### config.mk
export PLATFORM = sky130hd
export DESIGN_NAME = cc_timer
export DESIGN_NICKNAME = d
export VERILOG_FILES = /design/src/rtl/cc_timer.sv
export SDC_FILE = /design/constraint.sdc
export NUM_CORES = 1
export LEC_CHECK = 0
export BUFFER_PORTS_ARGS = -buffer_cell sky130_fd_sc_hd__buf_4
export CAP_MARGIN = 40
export CORE_ASPECT_RATIO = 1.75
export CORE_MARGIN = 5
export CORE_UTILIZATION = 40
export CTS_BUF_LIST = sky130_fd_sc_hd__clkbuf_2 sky130_fd_sc_hd__clkbuf_4 sky130_fd_sc_hd__clkbuf_8
export CTS_CLUSTER_DIAMETER = 150
export CTS_CLUSTER_SIZE = 24
export DETAILED_ROUTE_END_ITERATION = 16
export HOLD_SLACK_MARGIN = 0.05
export SYNTH_ARGS = -nofsm -noshare
export SYNTH_HDL_FRONTEND = slang
export SYNTH_SLANG_ARGS = --single-unit
### constraint.sdc
create_clock -name clk -period 3.6 [get_ports clk]
set_input_delay 0.18 -clock clk [delete_from_list [all_inputs] [get_ports clk]]
set_output_delay 0.18 -clock clk [all_outputs]
set_load 0.005 [all_outputs]
### src/rtl/cc_timer.sv
module cc_timer #(
  parameter int CNT_W     = 16,
  parameter int PRE_A_LOG = 3,
  parameter int PRE_B_LOG = 5,
  parameter int SLOW_LOG  = 7
) (
  input  logic             clk,
  input  logic             rst_n,
  input  logic             bus_we,
  input  logic [2:0]       bus_addr,
  input  logic [CNT_W-1:0] bus_wdata,
  output logic [CNT_W-1:0] bus_rdata,
  input  logic             cap_in,
  input  logic             fast_tick,
  input  logic             slow_tick,
  output logic             cmp_out,
  output logic             irq
);
  localparam logic [2:0] A_CTLA = 3'd0, A_CTLB = 3'd1, A_CNT = 3'd2,
                         A_CMP0 = 3'd3, A_CMP1 = 3'd4, A_CAP = 3'd5;

  logic             run, mode, capsel, clr1, src_q;
  logic [1:0]       src, pol, act0, act1;
  logic [CNT_W-1:0] count, cmp0, cmp1, cap;
  logic [PRE_B_LOG-1:0] pre;
  logic [SLOW_LOG-1:0]  slow_div;

  wire wr_a = bus_we && bus_addr == A_CTLA;
  wire wr_b = bus_we && bus_addr == A_CTLB;
  wire mode_nx = run ? mode : bus_wdata[1];

  always_ff @(posedge clk or negedge rst_n)
    if (!rst_n) begin
      run <= 1'b0; src <= '0; pol <= '0; capsel <= 1'b0;
    end else if (wr_a) begin
      run <= bus_wdata[0];
      if (!run) begin
        src    <= bus_wdata[2:1];
        pol    <= bus_wdata[4:3];
        capsel <= bus_wdata[5];
      end
    end

  always_ff @(posedge clk or negedge rst_n)
    if (!rst_n) begin
      mode <= 1'b0; clr1 <= 1'b0; act0 <= '0; act1 <= '0;
    end else if (wr_b) begin
      mode <= mode_nx;
      clr1 <= mode_nx & bus_wdata[0];
      act0 <= mode_nx ? bus_wdata[3:2] : 2'b00;
      act1 <= mode_nx ? bus_wdata[5:4] : 2'b00;
    end

  always_ff @(posedge clk or negedge rst_n)
    if (!rst_n) begin
      cmp0 <= '0; cmp1 <= '0;
    end else if (bus_we) begin
      if (bus_addr == A_CMP0) cmp0 <= bus_wdata;
      if (bus_addr == A_CMP1) cmp1 <= bus_wdata;
    end

  always_ff @(posedge clk or negedge rst_n)
    if (!rst_n) pre <= '0;
    else        pre <= pre + 1'b1;

  always_ff @(posedge clk or negedge rst_n)
    if (!rst_n)         slow_div <= '0;
    else if (slow_tick) slow_div <= slow_div + 1'b1;

  logic sel_tick;
  always_comb
    case (src)
      2'b00:   sel_tick = 1'b1;
      2'b01:   sel_tick = &pre[PRE_A_LOG-1:0];
      2'b10:   sel_tick = &pre;
      default: sel_tick = fast_tick;
    endcase

  wire tick = run & sel_tick;
  wire hit0 = tick & mode & (count == cmp0);
  wire hit1 = tick & mode & (count == cmp1);

  always_ff @(posedge clk or negedge rst_n)
    if (!rst_n)    count <= '0;
    else if (tick) count <= (hit1 & clr1) ? '0 : count + 1'b1;

  wire [1:0] act = hit1 ? act1 : act0;
  logic out_nx;
  always_comb begin
    out_nx = cmp_out;
    if (hit0 | hit1)
      case (act)
        2'b01:   out_nx = ~cmp_out;
        2'b10:   out_nx = 1'b0;
        2'b11:   out_nx = 1'b1;
        default: out_nx = cmp_out;
      endcase
  end

  always_ff @(posedge clk or negedge rst_n)
    if (!rst_n) cmp_out <= 1'b0;
    else        cmp_out <= out_nx;

  wire lvl = capsel ? slow_div[SLOW_LOG-1] : cap_in;
  logic edge_hit;
  always_comb
    case (pol)
      2'b00:   edge_hit = lvl & ~src_q;
      2'b01:   edge_hit = ~lvl & src_q;
      2'b10:   edge_hit = lvl ^ src_q;
      default: edge_hit = 1'b0;
    endcase
  wire cap_hit = run & ~mode & edge_hit;

  always_ff @(posedge clk or negedge rst_n)
    if (!rst_n) begin
      src_q <= 1'b0; cap <= '0; irq <= 1'b0;
    end else begin
      src_q <= lvl;
      if (cap_hit) cap <= count;
      irq <= cap_hit | hit0 | hit1;
    end

  always_comb
    case (bus_addr)
      A_CTLA:  bus_rdata = CNT_W'({capsel, pol, src, run});
      A_CTLB:  bus_rdata = CNT_W'({act1, act0, mode, clr1});
      A_CNT:   bus_rdata = count;
      A_CMP0:  bus_rdata = cmp0;
      A_CMP1:  bus_rdata = cmp1;
      A_CAP:   bus_rdata = cap;
      default: bus_rdata = '0;
    endcase
endmodule


==> impl_metrics.py <==
metrics = {
    "global_route": {
        "globalRoute.totalOverflow": 0,
        "grt_first_pass_wirelength_mm": 18.51,
        "grt_start_max_net_pins": 66,
        "grt_pass1_vias": 3489,
        "antenna_found_initial": 0,
        "global_route.usage.total_pct": 16.93,
    },
    "critical_path": {
        "timing.critical_path.mode_cell": "ha_1",
        "r2r_cells": 9,
        "timing_worst_setup_path_type": "register to register",
        "reg_to_reg_start": "pre[0]",
        "arrival_ns": 2.83,
        "critical_path.max_stage_delay_ns": 0.54,
        "start_kind": "register",
        "terminus_of_the_critical_flop_to_flop_path": "count[1]",
        "crit_path_max_fanout": 16,
        "setup.reg_to_reg.worst_slack_ns": 0.99,
        "list_of_cells_traversed_by_the_critical_path": "ha_1, and3_1, ha_1, mux2i_1, a211oi_4, nand2_2, nor2_1, and2_1, o22ai_1",
        "cp_data_required_time_ns": 3.82,
        "worstSetupEndpointType": "register",
        "critPathSlowestCell": "and2_1",
    },
    "detailed_routing": {
        "first_iter_violations": 131,
        "vias_per_cell": 5.408,
        "drt_wl_total_mm": 11.37,
        "num_vias": 3277,
        "route.antenna.remaining_nets": 0,
        "remaining_drc_errors": 0,
        "drt-wirelength-per-cell_um": 18.75,
        "drt_pass1_iterations": 4,
    },
    "status": {
        "outcome": "complete, no violations",
    },
    "min_path": {
        "min_path_cells": 3,
        "worst_hold_path_type": "input port to register",
        "hp-start": "cap_in",
        "holdPathEnd": "src_q",
    },
    "clock_tree": {
        "clock_sinks": 91,
        "path_clk_slew_ns": 0.09,
        "tritoncts": "built",
        "cts.path.max_buffers": 2,
        "postCtsSetupRepairBufs": 0,
        "post_cts_resized": 0,
        "cts.htree.levels": 3,
        "worstSkewPairLatency_ns": 0.37,
        "cts.root.buffer_cell": "clkbuf_8",
        "tritoncts_buffers": 9,
    },
    "synthesis": {
        "post_synthesis_instance_total": 421,
        "netlist-cell-type-count": 37,
        "synth_commonest_cells": "91 x dfrtp_1, 60 x mux2_2, 32 x nor2_1",
        "syn_avg_cell_area_um2": 11.30,
        "share_of_flip_flops_with_an_asynchronous_set_or_reset_after_synthesis_pct": 100.0,
        "sequential_area_share_after_synthesis_pct": 47.86,
        "synth_compound_gate_area_share_pct": 5.101,
        "synthXorXnorAreaFrac_pct": 9.755,
        "post_synth_instance_area_um2": 4758,
        "ys_top_cells_by_area": "dfrtp_1 48%, mux2_2 14%, mux2i_1 6.3%, xnor2_1 5.7%, xor2_1 4.0%",
        "synth_top_cell_by_area": "dfrtp_1",
        "yosysMostFrequentCell": "dfrtp_1",
        "yosysTopAreaCellShare_pct": 47.86,
        "mappedNetlistNets": 453,
        "yosys.area_share.simple_pct": 10.52,
        "synth-edff-count": 0,
        "yosysWarnings": 0,
        "synth_top_family_by_area": "multiplexers",
        "yosys-mux-area-fraction_pct": 21.46,
        "ys_dominant_reg_cell": "dfrtp_1",
        "synth-seq-cells": 91,
        "yosys.area_share.adder_pct": 1.841,
    },
    "layout": {
        "design_area_um2": 5533,
        "drive_above_1_share_pct": 28.03,
        "ff_latch_area_um2": 2277,
        "antennaDiodeCount": 0,
        "nNetsFinal": 498,
        "layout.filler_cells": 1077,
        "fin_util_pct": 47.51,
        "area_growth_pct": 16.28,
        "multi_input_gate_area_in_the_final_layout_um2": 2316,
        "instances_no_fill": 606,
    },
    "floorplanning": {
        "initial_core_utilization_pct": 40.86,
        "std_cell_rows": 52,
        "dieArea_um2": 14260,
        "die-width_um": 92.45,
        "io_pins": 43,
        "dieHeight_um": 154.3,
        "coreArea_um2": 11650,
    },
    "timing": {
        "hold_violations": 0,
        "fin_skew_ns": 0.01164,
        "slew_viol_final": 0,
        "slew_worst_pin_ns": 0.8403,
        "setup_repair_after_global_routing_missed_its_margin": "no",
        "hold-worst-slack_ns": 0.07409,
        "setup_tns_ns": 0,
        "layout_worst_path_cycle_share_pct": 72.48,
        "finalSetupViolations": 0,
        "max_clock_freq_mhz": 383.3,
        "max-slew-margin-rel_pct": 43.98,
        "period_minus_slack_ns": 2.609,
    },
    "placed_design": {
        "port_buffers": 42,
        "place_inst": 575,
        "placed_cell_area_um2": 5175,
        "hpwlAfterDp_mm": 8.346,
        "place_congestion": 0.8376,
    },
    "pwr": {
        "vdd_drop_max_mv": 0.2884,
        "p_leak_uw": 0.002499,
        "power_density_nw_per_um2": 543.5,
    },
    "job": {
        "maxCapViolCount": 0,
    },
}
per-layer routing:
metal | track usage (%) | up-vias | part of all wire (%)
li1 | - | 1545 | -
met1 | 19.17 | 1654 | 40
met2 | 30.37 | 58 | 54
met3 | 3.500 | 20 | 3.3
met4 | 7.229 | 0 | 2.5
met5 | 0 | - | 0
logic make-up (layout without fill, tap and decap cells):
kind of cell,after synthesis,in the layout
simple gates,101,101
compound gates,36,36
xor+xnor,53,53
fa+ha+maj,7,7
flops,91,91
mux,92,92
buf+inv,41,91
registers in the layout (all words and copies together) (netlist names):
name and count:
cap 16, cmp_out 1, capsel 1, slow_div 7
cmp1 16, clr1 1, run 1, irq 1
src_q 1, pre 5, pol 2, src 2
cmp0 16, act1 2, mode 1, count 16
act0 2
metrics by stage:
step | setup WS (ns) | total power (uW)
final | 0.9908 | 3007
after global routing | 0.7639 | 3194
after CTS | 0.9912 | 3052
after detailed placement | 1.008 | 2295
after global placement | 1.106 | 2264
after floorplan | 1.446 | 1997
timing repair:
action	in CTS	in global routing
endpoints found under the setup margin	0	0
hold buffers	15	0
endpoints found under the hold margin	93	0
worst max-delay path, delay by kind of cell (launching register included):
kind | cells | cell delay (ns)
fa+ha+maj | 2 | 0.31
mux | 1 | 0.10
compound gates | 2 | 0.66
flops | 1 | 0.37
simple gates | 4 | 1.02
cells in the final DEF (no fill, tap or decap), drive strengths merged, types with 4 or more instances in the layout:
master,synthesis,final
dfrtp,91,91
mux2,60,60
buf,7,48
nor2,32,32
xnor2,31,31
mux2i,30,30
nand2,25,25
xor2,22,22
o22ai,15,15
dlygate4sd3,0,15
inv,12,12
clkbuf,22,12
nand4,9,9
o21ai,8,8
nand3,8,8
ha,7,7
nor4,6,6
nor3,6,6
a22oi,5,5
nand2b,4,4
area by class of cell:
cell class                 instances  area share [%]
multi-input combinational        289           41.86
sequential                        91           41.16
timing repair buffer              63           9.362
tap                              135           3.053
clock buffer                      12           2.872
clock inverter                     4          0.8820
inverter                          12          0.8141
how the worst max path moves through the flow:
stage	depth (start not counted)	slack (ns)	endpoint	startpoint
floorplan	8	1.45	cap[10]	capsel
global route	9	0.76	count[0]	pre[0]
global placement	9	1.11	count[0]	pre[0]
finish	9	0.99	count[1]	pre[0]
CTS	9	0.99	count[1]	pre[0]
detailed placement	9	1.01	count[0]	pre[0]
power by group:
part           internal [uW]  switching, uW
logic                    435            362
clock network            366            366
registers               1240            238
total                   2040            967
Power figures use the tool's default switching activity.
